File: config.mk
export PLATFORM = sky130hd
export DESIGN_NAME = sdm_onebit_mod
export DESIGN_NICKNAME = d
export VERILOG_FILES = /design/src/rtl/sdm_pkg.sv /design/src/rtl/sdm_rst_sync.sv /design/src/rtl/sdm_rate_gen.sv /design/src/rtl/sdm_shaper.sv /design/src/rtl/sdm_onebit_mod.sv
export SDC_FILE = /design/constraint.sdc
export NUM_CORES = 1
export LEC_CHECK = 0
export BUFFER_PORTS_ARGS = -buffer_cell sky130_fd_sc_hd__buf_2
export CAP_MARGIN = 0
export CORE_AREA = 4 4 199 124
export CTS_CLUSTER_SIZE = 10
export DETAILED_ROUTE_END_ITERATION = 10
export DIE_AREA = 0 0 203 128
export GPL_ROUTABILITY_DRIVEN = 0
export HOLD_SLACK_MARGIN = 0.1
export PLACE_DENSITY = 0.7
export SLEW_MARGIN = 15
export SYNTH_ARGS = -nofsm -noshare
export SYNTH_HDL_FRONTEND = slang
export SYNTH_SLANG_ARGS = --single-unit
File: constraint.sdc
create_clock -name clk -period 13.1 [get_ports clk]
set_clock_uncertainty 0.1 [all_clocks]
set_input_delay 1.965 -clock clk [delete_from_list [all_inputs] [get_ports clk]]
set_output_delay 1.965 -clock clk [all_outputs]
set_load 0.03 [all_outputs]
File: src/rtl/sdm_pkg.sv
package sdm_pkg;

  localparam int unsigned SDM_DW_DEF    = 24;
  localparam int unsigned SDM_IW_DEF    = 28;
  localparam int unsigned SDM_RATIO_DEF = 48;
  localparam int unsigned SDM_NCH_DEF   = 2;
  localparam int unsigned SDM_SYNC_DEF  = 2;

  typedef struct packed {
    logic pos;
    logic neg;
  } bit_pair_t;

endpackage

File: src/rtl/sdm_rst_sync.sv
module sdm_rst_sync #(
  parameter int unsigned STAGES = sdm_pkg::SDM_SYNC_DEF
) (
  input  logic clk,
  input  logic rst_n,
  output logic rst_core_n
);

  logic [STAGES-1:0] chain_q;
  logic [STAGES-1:0] chain_d;

  always_comb begin
    chain_d = {chain_q[STAGES-2:0], 1'b1};
  end

  always_ff @(posedge clk or negedge rst_n) begin
    if (!rst_n) chain_q <= '0;
    else        chain_q <= chain_d;
  end

  assign rst_core_n = chain_q[STAGES-1];

endmodule

File: src/rtl/sdm_rate_gen.sv
module sdm_rate_gen #(
  parameter int unsigned RATIO = sdm_pkg::SDM_RATIO_DEF
) (
  input  logic clk,
  input  logic rst_core_n,
  output logic load_stb
);

  localparam int unsigned PW = (RATIO > 1) ? $clog2(RATIO) : 1;
  localparam logic [PW-1:0] PH_LAST = PW'(RATIO - 1);

  logic [PW-1:0] phase_q;
  logic [PW-1:0] phase_d;
  logic          wrap;

  always_comb begin
    wrap    = (phase_q == PH_LAST);
    phase_d = wrap ? '0 : phase_q + PW'(1);
  end

  always_ff @(posedge clk or negedge rst_core_n) begin
    if (!rst_core_n) phase_q <= '0;
    else             phase_q <= phase_d;
  end

  assign load_stb = wrap;

endmodule

File: src/rtl/sdm_shaper.sv
module sdm_shaper #(
  parameter int unsigned DW = sdm_pkg::SDM_DW_DEF,
  parameter int unsigned IW = sdm_pkg::SDM_IW_DEF
) (
  input  logic          clk,
  input  logic          rst_n,
  input  logic          rst_core_n,
  input  logic          load_stb,
  input  logic [DW-1:0] pcm,
  input  logic          vld,
  output logic          bit_pos,
  output logic          bit_neg
);

  localparam int unsigned SW = IW + 2;
  localparam logic signed [SW-1:0] ACC_MAX = {3'b000, {(IW-1){1'b1}}};
  localparam logic signed [SW-1:0] ACC_MIN = {3'b111, {(IW-1){1'b0}}};
  localparam logic signed [SW-1:0] FB_POS  = {{(SW-DW){1'b0}}, 1'b1, {(DW-1){1'b0}}};

  // held sample
  logic [DW-1:0] hold_q;
  logic [DW-1:0] hold_d;
  logic          hold_en;

  // loop state
  logic [IW-1:0] i1_q, i1_d;
  logic [IW-1:0] i2_q, i2_d;

  logic signed [SW-1:0] x_ext;
  logic signed [SW-1:0] fb;
  logic signed [SW-1:0] sum1;
  logic signed [SW-1:0] sum2;
  logic                 q_now;

  sdm_pkg::bit_pair_t out_q;
  sdm_pkg::bit_pair_t out_d;

  function automatic logic [IW-1:0] clamp(input logic signed [SW-1:0] v);
    if (v > ACC_MAX)      clamp = ACC_MAX[IW-1:0];
    else if (v < ACC_MIN) clamp = ACC_MIN[IW-1:0];
    else                  clamp = v[IW-1:0];
  endfunction

  // sample hold: written only on an update slot with valid high
  always_comb begin
    hold_en = load_stb & vld;
    hold_d  = hold_en ? pcm : hold_q;
  end

  always_ff @(posedge clk or negedge rst_core_n) begin
    if (!rst_core_n) hold_q <= '0;
    else             hold_q <= hold_d;
  end

  // second-order loop, delaying integrators, feedback gains 1 and 2
  always_comb begin
    x_ext = {{(SW-DW){hold_q[DW-1]}}, hold_q};
    q_now = ~i2_q[IW-1];
    fb    = q_now ? FB_POS : -FB_POS;
    sum1  = {{2{i1_q[IW-1]}}, i1_q} + x_ext - fb;
    sum2  = {{2{i2_q[IW-1]}}, i2_q} + {{2{i1_q[IW-1]}}, i1_q} - (fb <<< 1);
    i1_d  = clamp(sum1);
    i2_d  = clamp(sum2);
  end

  always_ff @(posedge clk or negedge rst_core_n) begin
    if (!rst_core_n) begin
      i1_q <= '0;
      i2_q <= '0;
    end else begin
      i1_q <= i1_d;
      i2_q <= i2_d;
    end
  end

  // output pair: quantizer in run, alternating zero pattern in reset
  always_comb begin
    if (rst_core_n) begin
      out_d.pos = q_now;
      out_d.neg = ~q_now;
    end else begin
      out_d.pos = ~out_q.pos;
      out_d.neg = out_q.pos;
    end
  end

  always_ff @(posedge clk) begin
    out_q <= out_d;
  end

  assign bit_pos = out_q.pos;
  assign bit_neg = out_q.neg;

  // pair stays complementary
  assert_pair_complement_R2: assert property (@(posedge clk) disable iff (!rst_n)
    bit_neg == ~bit_pos);

  // alternating pattern while reset holds
  assert_reset_toggle_R1: assert property (@(posedge clk) disable iff (rst_core_n)
    !rst_core_n |=> (bit_pos != $past(bit_pos)));

  // sample changes only on a slot with valid
  assert_hold_between_slots_R4: assert property (@(posedge clk) disable iff (!rst_core_n)
    !(load_stb && vld) |=> $stable(hold_q));

  // first integrator never wraps between signed extremes
  assert_no_wrap_hi_R6: assert property (@(posedge clk) disable iff (!rst_core_n)
    (i1_q[IW-1:IW-2] == 2'b01) |=> (i1_q[IW-1:IW-2] != 2'b10));
  assert_no_wrap_lo_R6: assert property (@(posedge clk) disable iff (!rst_core_n)
    (i1_q[IW-1:IW-2] == 2'b10) |=> (i1_q[IW-1:IW-2] != 2'b01));

endmodule

File: src/rtl/sdm_onebit_mod.sv
module sdm_onebit_mod #(
  parameter int unsigned NCH   = sdm_pkg::SDM_NCH_DEF,
  parameter int unsigned DW    = sdm_pkg::SDM_DW_DEF,
  parameter int unsigned IW    = sdm_pkg::SDM_IW_DEF,
  parameter int unsigned RATIO = sdm_pkg::SDM_RATIO_DEF,
  parameter int unsigned SYNC  = sdm_pkg::SDM_SYNC_DEF
) (
  input  logic              clk,
  input  logic              rst_n,
  input  logic [NCH*DW-1:0] pcm_in,
  input  logic [NCH-1:0]    pcm_vld,
  output logic [NCH-1:0]    dac_pos,
  output logic [NCH-1:0]    dac_neg
);

  localparam int unsigned GW = $clog2(RATIO) + 1;

  logic rst_core_n;
  logic load_stb;

  sdm_rst_sync #(.STAGES(SYNC)) u_rst_sync (
    .clk        (clk),
    .rst_n      (rst_n),
    .rst_core_n (rst_core_n)
  );

  sdm_rate_gen #(.RATIO(RATIO)) u_rate_gen (
    .clk        (clk),
    .rst_core_n (rst_core_n),
    .load_stb   (load_stb)
  );

  for (genvar c = 0; c < NCH; c++) begin : g_ch
    sdm_shaper #(.DW(DW), .IW(IW)) u_shaper (
      .clk        (clk),
      .rst_n      (rst_n),
      .rst_core_n (rst_core_n),
      .load_stb   (load_stb),
      .pcm        (pcm_in[c*DW +: DW]),
      .vld        (pcm_vld[c]),
      .bit_pos    (dac_pos[c]),
      .bit_neg    (dac_neg[c])
    );
  end

  // slot spacing checker
  logic [GW-1:0] gap_q;
  logic          seen_q;

  always_ff @(posedge clk or negedge rst_core_n) begin
    if (!rst_core_n) begin
      gap_q  <= '0;
      seen_q <= 1'b0;
    end else begin
      gap_q  <= load_stb ? '0 : gap_q + GW'(1);
      seen_q <= seen_q | load_stb;
    end
  end

  assert_slot_spacing_R5: assert property (@(posedge clk) disable iff (!rst_core_n)
    (load_stb && seen_q) |-> (gap_q == GW'(RATIO - 1)));

endmodule

==> results of run 1 <==
## final timing paths
check | endpoint | slack, ns | depth (start not counted)
setup reg to reg | g_ch[0].u_shaper.i1_q[17]$_DFF_PN0_ | 7.04 | 22
hold / removal | u_rst_sync.chain_q[1]$_DFF_PN0_ | 0.25 | 0
hold reg to reg | u_rst_sync.chain_q[1]$_DFF_PN0_ | 0.25 | 0
setup / recovery | g_ch[0].u_shaper.i1_q[17]$_DFF_PN0_ | 7.04 | 22
min in group asynchronous | g_ch[0].u_shaper.i2_q[27]$_DFF_PN0_ | 0.27 | 0
max in group asynchronous | g_ch[1].u_shaper.hold_q[9]$_DFFE_PN0P_ | 10.66 | 2
## power breakdown
group / internal [mW] / switching (mW)
clock: 0.285 / 0.230
sequential: 0.544 / 0.00963
combinational: 0.0535 / 0.0792
## sequential cells by signal, indices dropped and copies added (netlist names)
signal / count
g_ch.u_shaper.i1_q: 56
u_rate_gen.phase_q: 6
u_rst_sync.chain_q: 2
g_ch.u_shaper.bit_neg: 2
g_ch.u_shaper.hold_q: 48
g_ch.u_shaper.i2_q: 56
g_ch.u_shaper.bit_pos: 2
## critical path, stage by stage (launching register included)
cell and delay, ns:
dfrtp_1 0.39, ha_1 0.21, inv_1 0.08, fa_1 0.20
nor2b_1 0.05, o21ai_0 0.20, a21boi_0 0.20, o221a_2 0.32
o2111ai_1 0.24, nand4_1 0.25, and2_1 0.24, a221oi_1 0.40
o22ai_1 0.18, or2_2 0.33, xnor2_1 0.21, fa_1 0.24
nor2b_1 0.05, o21ai_0 0.22, nand2b_1 0.20, o21a_1 0.22
o32a_1 0.18, o22ai_2 0.86, o21ai_0 0.28
## metrics by stage
| step | hold slack [ns] | instances | power, mW |
|---|---|---|---|
| after CTS | 0.252 | 1592 | 1.21 |
| after global routing | 0.259 | 1593 | 1.26 |
| final | 0.248 | 1593 | 1.20 |
| after floorplan | 0.231 | 1211 | 0.657 |
| after detailed placement | 0.236 | 1560 | 0.696 |
| after global placement | 0.234 | 1560 | 0.691 |
## routing by layer
layer | share of wire [%] | wire [µm] | track usage (%) | vias up
met1 | 55 | 14700 | 34.2 | 4433
met4 | 1.2 | 310 | 4.47 | 0
li1 | - | - | - | 4549
met5 | 0 | 0 | 0 | -
met2 | 39 | 10500 | 29.9 | 194
met3 | 4.5 | 1200 | 3.82 | 27
## final cells by class
class | count | area [µm²] | area share (%)
clock buffer | 18 | 429 | 3.27
clock inverter | 14 | 158 | 1.20
inverter | 48 | 180 | 1.37
multi-input combinational | 962 | 7330 | 55.9
sequential | 172 | 4290 | 32.7
tap | 315 | 394 | 3.00
timing repair buffer | 64 | 347 | 2.64
## placed cells by master (no fill, tap or decap), types with 9 or more instances in the layout
| cell type | synthesis | routed |
|---|---|---|
| inv_1 | 48 | 48 |
| nand2b_1 | 15 | 15 |
| a31oi_1 | 14 | 14 |
| nor2_1 | 67 | 67 |
| nand2_1 | 55 | 55 |
| o31ai_1 | 9 | 9 |
| nor2b_1 | 15 | 15 |
| o21bai_1 | 12 | 12 |
| o21a_1 | 15 | 15 |
| clkbuf_16 | 0 | 17 |
| a21oi_1 | 84 | 84 |
| buf_2 | 4 | 55 |
| dfrtp_1 | 168 | 167 |
| xnor2_1 | 56 | 56 |
| a211oi_1 | 11 | 11 |
| nor3_1 | 17 | 17 |
| ha_1 | 131 | 131 |
| nand3_1 | 25 | 25 |
| a21o_1 | 102 | 102 |
| xor2_1 | 52 | 52 |
| o21ai_0 | 99 | 99 |
| mux2_2 | 48 | 48 |
## cells by family after synthesis
kind of cell	Yosys count	share of synthesized area, %
DFF	172	35.9
buffers and inverters	77	2.87
other	1	0.0314
xor gates and xnor gates	108	7.92
and+or+nand+nor	243	10.1
muxes	55	5.11
AOI/OAI and AO/OA	416	23.1
adders and majority gates	139	15.1
## cell usage after synthesis, types with 4 or more instances
cell type | count | area [µm²]
o21ai_1 | 4 | 20.0
a31oi_1 | 14 | 87.6
a21o_1 | 102 | 766
clkbuf_1 | 14 | 52.6
a21oi_1 | 84 | 420
ha_1 | 131 | 1640
dfrtp_1 | 168 | 4200
buf_2 | 4 | 20.0
mux2i_1 | 7 | 70.1
nand2b_1 | 15 | 93.8
xnor2_1 | 56 | 490
nand4_1 | 8 | 50.1
and4_1 | 4 | 35.0
buf_4 | 9 | 67.6
a31o_2 | 5 | 43.8
nand2_1 | 55 | 206
dfxtp_1 | 4 | 80.1
o211ai_1 | 6 | 45.0
nor2_1 | 67 | 251
a211oi_1 | 11 | 82.6
and3_1 | 6 | 37.5
a21o_2 | 6 | 52.6
nand3_1 | 25 | 125
fa_1 | 8 | 160
mux2_2 | 48 | 541
nor3_1 | 17 | 85.1
o21a_1 | 15 | 113
and2_1 | 4 | 25.0
o21ai_0 | 99 | 495
inv_1 | 48 | 180
nor2b_1 | 15 | 93.8
a21boi_0 | 6 | 45.0
o21bai_1 | 12 | 90.1
and3_2 | 4 | 30.0
o31ai_1 | 9 | 67.6
xor2_1 | 52 | 455
or2_2 | 6 | 37.5
==> results.ini, run 1 <==
[pwr]
powerDensity_nw_per_um2=91.5
ir_worst_vdd_uv=86.4
p_leak_nw=6.99

[timing]
final_hold_viol_count=0
min_period_ns=6.06
setup_violations=0
worst_slew_pin_slew_ns=1.17
fin_crit_sh_pct=46.2
fmax_ghz=0.165
worst_slack_ns=7.04
slew_viol_final=0
rsz0062_at_grt=no
fin_setup_tns_ns=0
max-slew-margin-rel_pct=22.1

[clock_network]
worstSkewPairLatency_ns=0.44
cts_buffers=17
clock_path_buffers=2
clockRootBuffer=clkbuf_16
cts_tree=yes
cts_sinks=172
cts_hold_buf=0
cts_setup_buffers=0
htree_levels=4
cts_resized=0
clk_pin_slew_worst_paths_ns=0.07

[final_layout]
antenna_cells=0
area_delta_synth_final_pct=9.89
drive_gt1_share_pct=14.2
fin_area_um2=13100
nNetsFinal=1456
fillerInstances=1991
post-route-util_pct=57.7

[logic_synthesis]
synth_seq_cells=172
async_reset_ff_share_pct=97.7
yosysWarnings=0
synth_ff_type=dfrtp_1
synthCells=1211
yosysSeqAreaShare_pct=35.9
synth_edf_count=0
ys_types=80
syn_area_um2=11900
syn_nets=1402
syn_avg_cell_area_um2=9.86

[grt]
grt-ovfl-total=0
grt_pass1_vias=8926
grt_pass1_wl_mm=45.5
antenna_found_initial=0
grt_max_degree=62
grt_usage_pct=21.3

[worst_setup_path]
crit_path_end_kind=register
crit_fanout=27
crit_start=g_ch[0].u_shaper.i1_q[0]$_DFF_PN0_
crit_type=register to register
worstPathArrival_ns=6.21
crit_path_start_kind=register
r2r-start=g_ch[0].u_shaper.i1_q[0]$_DFF_PN0_
critPathRequiredTime_ns=13.25

[route]
routedWlPerCell_um=16.7
first_iter_violations=630
postRouteAntennaNets=0
dr.pass1.iters=5
vias_per_cell=5.78
routed_wl_mm=26.7
drc=0
vias=9203

[die]
die_width_um=203
dieArea_um2=26000
core_area_um2=22800
rows=43
die_h_um=128
pin_count=56
start_util_pct=52.5

[place]
port_buffers=55
post_dp_cell_area_um2=12500
dp_hpwl_mm=19.8
dp_slack_ns=7.13

[min_path]
min_from=u_rst_sync.chain_q[0]$_DFF_PN0_
worstHoldPathType=register to register

[run]
maxCapViolCount=0

[status]
status=finished clean

(Power assumes the default switching activity.)
==> inputs of run 2 (changes only) <==
--- a/config.mk
+++ b/config.mk
@@ -13,7 +13,7 @@
 export DIE_AREA = 0 0 203 128
 export GPL_ROUTABILITY_DRIVEN = 0
 export HOLD_SLACK_MARGIN = 0.1
-export PLACE_DENSITY = 0.7
+export PLACE_DENSITY = 0.72
 export SLEW_MARGIN = 15
 export SYNTH_ARGS = -nofsm -noshare
 export SYNTH_HDL_FRONTEND = slang
==> constraint.sdc (replaced) <==
create_clock -name clk -period 5.01 [get_ports clk]
set_clock_uncertainty 0.1 [all_clocks]
set_input_delay 0.7515 -clock clk [delete_from_list [all_inputs] [get_ports clk]]
set_output_delay 0.7515 -clock clk [all_outputs]
set_load 0.03 [all_outputs]
==> results.ini, run 2 (synthesis results as in run 1) <==
[pwr]
clkPwrFrac_pct=41.0
fin_total_pwr_mw=3.42
ir_worst_vdd_uv=238
powerDensity_nw_per_um2=232
p_comb_share_pct=16.6
p_switching_mw=0.897
p_leak_nw=7.72
p_seq_share_pct=42.4
p_sw_share_pct=26.2
p_int_mw=2.52

[die]
rows=43
pin_count=56
core_area_um2=22800
die_h_um=128
die_width_um=203
dieArea_um2=26000
start_util_pct=52.5

[clock_network]
clock_path_buffers=2
cts_sinks=172
clockRootBuffer=clkbuf_16
cts_tree=yes
htree_levels=4
worstSkewPairLatency_ns=0.44
clk_pin_slew_worst_paths_ns=0.07
cts_buffers=17

[timing]
max-slew-margin-rel_pct=27.9
rsz0062_at_grt=yes
fin_crit_sh_pct=99.1
fmax_ghz=0.201
worst_slew_pin_slew_ns=1.08
final_hold_viol_count=0
min_period_ns=4.97
setup_violations=0
worst_slack_ns=0.0441
slew_viol_final=0
fin_setup_tns_ns=0

[route]
routed_wl_mm=30.8
first_iter_violations=879
vias=9812
postRouteAntennaNets=0
vias_per_cell=5.78
drc=0
routedWlPerCell_um=18.2
dr.pass1.iters=6

[place]
dp_hpwl_mm=20.1
dp_slack_ns=-0.305
dp.cells=1618
port_buffers=55

[worst_setup_path]
critPathRequiredTime_ns=5.22
crit_path_end_kind=register
crit_fanout=7
regToRegSetupSlack_ns=0.04
crit_path_start_kind=register
worstPathArrival_ns=5.18
crit_type=register to register

[status]
status=finished clean

[final_layout]
seqCellArea_um2=4290
antenna_cells=0
nNetsFinal=1562
fillerInstances=1811
drive_gt1_share_pct=26.7
multi_input_area_um2=7820
layout_common_cells=dfrtp_1 (167), ha_1 (124), a21o_1 (102), buf_4 (89), a21oi_1 (72)
post-route-util_pct=64.7
layout_commonest_cell=dfrtp_1
area_delta_synth_final_pct=23.3
largest_registers=g_ch.u_shaper.i1_q (56), g_ch.u_shaper.i2_q (56), g_ch.u_shaper.hold_q (48)
layoutNonFillerInstCount=1699

[grt]
grt_usage_pct=22.9
grt_max_degree=107
grt_pass1_vias=9433
antenna_found_initial=0
grt_pass1_wl_mm=48.2
grt-ovfl-total=0

[run]
maxCapViolCount=0

[min_path]
worstHoldPathType=register to register

run 2: repair_timing:
| item | in CTS | in global routing |
|---|---|---|
| gates cloned | 5 | 6 |
| setup buffers | 16 | 24 |
| gates resized for setup | 27 | 117 |
| setup endpoints to repair | 108 | 108 |
| hold endpoints to repair | 2 | 0 |
| pin swaps | 17 | 53 |
| hold buffers | 1 | 0 |
run 2: routing by layer:
metal | track usage (%) | wire length (µm) | up-vias
li1 | - | - | 4765
met1 | 34.4 | 15400 | 4776
met2 | 34.1 | 13300 | 239
met3 | 4.85 | 1810 | 32
met4 | 5.15 | 329 | 0
met5 | 0 | 0 | -
run 2: power by group through the flow:
stage          logic [mW]  registers [mW]  clock network (mW)
3_3_place_gp        0.377            1.48                   0
3_5_place_dp        0.391            1.48                   0
6_report            0.568            1.45                1.40
2_1_floorplan       0.239            1.48                   0
5_1_grt             0.611            1.45                1.50
4_1_cts             0.475            1.45                1.43
run 2: path summary, 6_finish.rpt:
kind,endpoint,depth (start not counted),startpoint
max,g_ch[0].u_shaper.i1_q[22]$_DFF_PN0_,26,g_ch[0].u_shaper.hold_q[0]$_DFFE_PN0P_
min,u_rst_sync.chain_q[1]$_DFF_PN0_,0,u_rst_sync.chain_q[0]$_DFF_PN0_
max reg2reg,g_ch[0].u_shaper.i1_q[22]$_DFF_PN0_,26,g_ch[0].u_shaper.hold_q[0]$_DFFE_PN0P_
min reg2reg,u_rst_sync.chain_q[1]$_DFF_PN0_,0,u_rst_sync.chain_q[0]$_DFF_PN0_
max in group asynchronous,g_ch[1].u_shaper.i2_q[9]$_DFF_PN0_,1,u_rst_sync.chain_q[1]$_DFF_PN0_
min in group asynchronous,g_ch[1].u_shaper.hold_q[19]$_DFFE_PN0P_,0,u_rst_sync.chain_q[1]$_DFF_PN0_
run 2: critical path: stages (launching register included):
cell and delay (ns):
dfrtp_1 0.38, ha_2 0.20, inv_2 0.05, fa_2 0.19
nor2b_1 0.05, o21ai_2 0.15, a21boi_2 0.09, o221a_2 0.28
o2111ai_2 0.23, nand4_1 0.18, and2_4 0.20, a221oi_4 0.32
o22ai_2 0.15, or2_4 0.28, xnor2_2 0.14, fa_2 0.36
nor2b_2 0.13, o21ai_2 0.07, nand2b_1 0.13, buf_6 0.14
xnor2_4 0.11, nand3_2 0.09, and4_1 0.22, o211ai_1 0.11
buf_4 0.17, buf_4 0.19, o21ai_0 0.12
run 2: area by class of cell:
class | instances | area share, %
Tap cell | 315 | 2.68
Sequential cell | 172 | 29.1
Inverter | 48 | 1.22
Timing Repair Buffer | 169 | 9.75
Multi-Input combinational cell | 963 | 53.1
Clock inverter | 9 | 0.900
Clock buffer | 23 | 3.24
run 2: per-stage QoR:
stage,cell area (µm²),hold WS (ns)
after global routing,14700,0.268
after global placement,13100,0.235
after CTS,14000,0.252
final,14700,0.249
after detailed placement,13100,0.238
after floorplan,11900,0.231
==> inputs of run 3 (changes only) <==
--- a/config.mk
+++ b/config.mk
@@ -7,13 +7,13 @@
 export LEC_CHECK = 0
 export BUFFER_PORTS_ARGS = -buffer_cell sky130_fd_sc_hd__buf_2
 export CAP_MARGIN = 0
-export CORE_AREA = 4 4 199 124
+export CORE_AREA = 4 4 192 120
 export CTS_CLUSTER_SIZE = 10
 export DETAILED_ROUTE_END_ITERATION = 10
-export DIE_AREA = 0 0 203 128
+export DIE_AREA = 0 0 196 124
 export GPL_ROUTABILITY_DRIVEN = 0
 export HOLD_SLACK_MARGIN = 0.1
-export PLACE_DENSITY = 0.72
+export PLACE_DENSITY = 0.77
 export SLEW_MARGIN = 15
 export SYNTH_ARGS = -nofsm -noshare
 export SYNTH_HDL_FRONTEND = slang
==> results.ini, run 3 (synthesis results as in run 1) <==
[timing]
fin_crit_sh_pct=99.8
fin_setup_tns_ns=0
slew_viol_final=0
worst_slew_pin_slew_ns=1.16
fmax_ghz=0.200
min_period_ns=5.00
final_hold_viol_count=0
max-slew-margin-rel_pct=22.2
rsz0062_at_grt=yes
setup_violations=0

[worst_setup_path]
crit_type=register to register
cp_top_family=compound AO/OA/AOI/OAI gates
critPathRequiredTime_ns=5.23
cp_cell_sequence=ha_2, inv_2, fa_2, nor2b_1, o21ai_1, a21boi_2, o221a_4, o2111ai_4, nand4_1, and2_4, a221oi_4, o22ai_2, o41ai_2, buf_4, xnor2_2, ha_1, o21ai_2, nand2b_1, or4_1, and4_1, o211ai_1, buf_4, buf_12, o21ai_0
crit_path_start_kind=register
path_common_cell=buf_4
worstPathArrival_ns=5.22
crit_fanout=7
crit_path_end_kind=register
critical_path.max_stage_delay_ns=0.43
slowest_stage=or4_1
cp_num_buf_inv=4
regToRegSetupSlack_ns=0.01

[final_layout]
post-route-util_pct=67.3
area_delta_synth_final_pct=20.7
fin_area_um2=14400
layout_common_cells=dfrtp_1 (167), ha_1 (125), a21o_1 (102), a21oi_1 (70), nor2_1 (66)
drive_gt1_share_pct=26.6
layoutNonFillerInstCount=1642
nNetsFinal=1533
largest_registers=g_ch.u_shaper.i1_q (56), g_ch.u_shaper.i2_q (56), g_ch.u_shaper.hold_q (48)
layout_commonest_cell=dfrtp_1

[grt]
grt_usage_pct=23.7
grt_max_degree=77
grt_pass1_wl_mm=46.3
grt-ovfl-total=0
antenna_found_initial=1
grt_pass1_vias=9091

[die]
core_area_um2=21400
die_width_um=196
dieArea_um2=24300
pin_count=56
die_h_um=124
rows=42
start_util_pct=55.7

[run]
maxCapViolCount=0

[route]
postRouteAntennaNets=0
vias_per_cell=5.97
routedWlPerCell_um=18.5
vias=9810
first_iter_violations=837
routed_wl_mm=30.3
dr.pass1.iters=5
drc=0

[clock_network]
worstSkewPairLatency_ns=0.45
htree_levels=4
clk_pin_slew_worst_paths_ns=0.07
cts_tree=yes
clock_path_buffers=2
cts_sinks=172
cts_buffers=17
clockRootBuffer=clkbuf_16

[min_path]
worstHoldPathType=register to asynchronous set/reset pin

[place]
dp_hpwl_mm=19.9
post_dp_cell_area_um2=13000
dp.cells=1582
port_buffers=55

[pwr]
ir_worst_vdd_uv=242
fin_total_pwr_mw=3.33
p_leak_nw=7.58
powerDensity_nw_per_um2=231

[status]
status=finished clean

-- run 3: changes by cell type in the layout (fill, tap and decap cells not counted), sizes merged --
cell	previous run	this run
buf	163	135
bufinv	3	0
clkbuf	28	31
inv	50	48
clkinvlp	2	3
diode	0	1
-- run 3: what timing repair did --
| action | in CTS | in global routing |
|---|---|---|
| hold buffers | 1 | 0 |
| cloned | 4 | 6 |
| setup buffers | 4 | 13 |
| gates resized for setup | 28 | 163 |
| hold endpoints to repair | 2 | 0 |
| setup endpoints to repair | 90 | 108 |
| pin swaps | 9 | 43 |
-- run 3: cell type report --
| class | count | area (µm²) |
|---|---|---|
| Multi-Input combinational cell | 963 | 7860 |
| Timing Repair Buffer | 140 | 1190 |
| Inverter | 48 | 180 |
| Tap cell | 286 | 358 |
| Antenna cell | 1 | 2.50 |
| Fill cell | 1620 | 7020 |
| Clock buffer | 27 | 513 |
| Clock inverter | 5 | 32.5 |
| Sequential cell | 172 | 4290 |
-- run 3: routing by layer --
layer | wire length (µm) | global-route usage (%) | up-vias
li1 | - | - | 4720
met1 | 15300 | 36.2 | 4774
met2 | 12900 | 34.7 | 280
met3 | 1840 | 4.57 | 36
met4 | 321 | 5.80 | 0
met5 | 0 | 0 | -
-- run 3: per-stage QoR --
step	worst slack, ns	hold WS [ns]
floorplan	0.0858	0.231
global placement	-0.0725	0.233
detailed placement	-0.271	0.235
CTS	0.00426	0.230
global route	-0.189	0.266
finish	0.0125	0.223
-- run 3: final timing paths --
| path | startpoint | to | cells after the start |
|---|---|---|---|
| max | g_ch[0].u_shaper.i1_q[0]$_DFF_PN0_ | g_ch[0].u_shaper.i1_q[10]$_DFF_PN0_ | 24 |
| min | u_rst_sync.chain_q[1]$_DFF_PN0_ | g_ch[0].u_shaper.hold_q[18]$_DFFE_PN0P_ | 0 |
| max reg2reg | g_ch[0].u_shaper.i1_q[0]$_DFF_PN0_ | g_ch[0].u_shaper.i1_q[10]$_DFF_PN0_ | 24 |
| min reg2reg | u_rst_sync.chain_q[1]$_DFF_PN0_ | g_ch[0].u_shaper.hold_q[18]$_DFFE_PN0P_ | 0 |
| max in group asynchronous | u_rst_sync.chain_q[1]$_DFF_PN0_ | g_ch[1].u_shaper.hold_q[4]$_DFFE_PN0P_ | 1 |
| min in group clk | u_rst_sync.chain_q[0]$_DFF_PN0_ | u_rst_sync.chain_q[1]$_DFF_PN0_ | 0 |
-- run 3: where the power goes --
part           internal (mW)  leakage [nW]  switching (mW)  total [mW]
clock                  0.699         0.260           0.562        1.26
sequential              1.42          2.22          0.0226        1.45
combinational          0.289          5.11           0.337       0.626
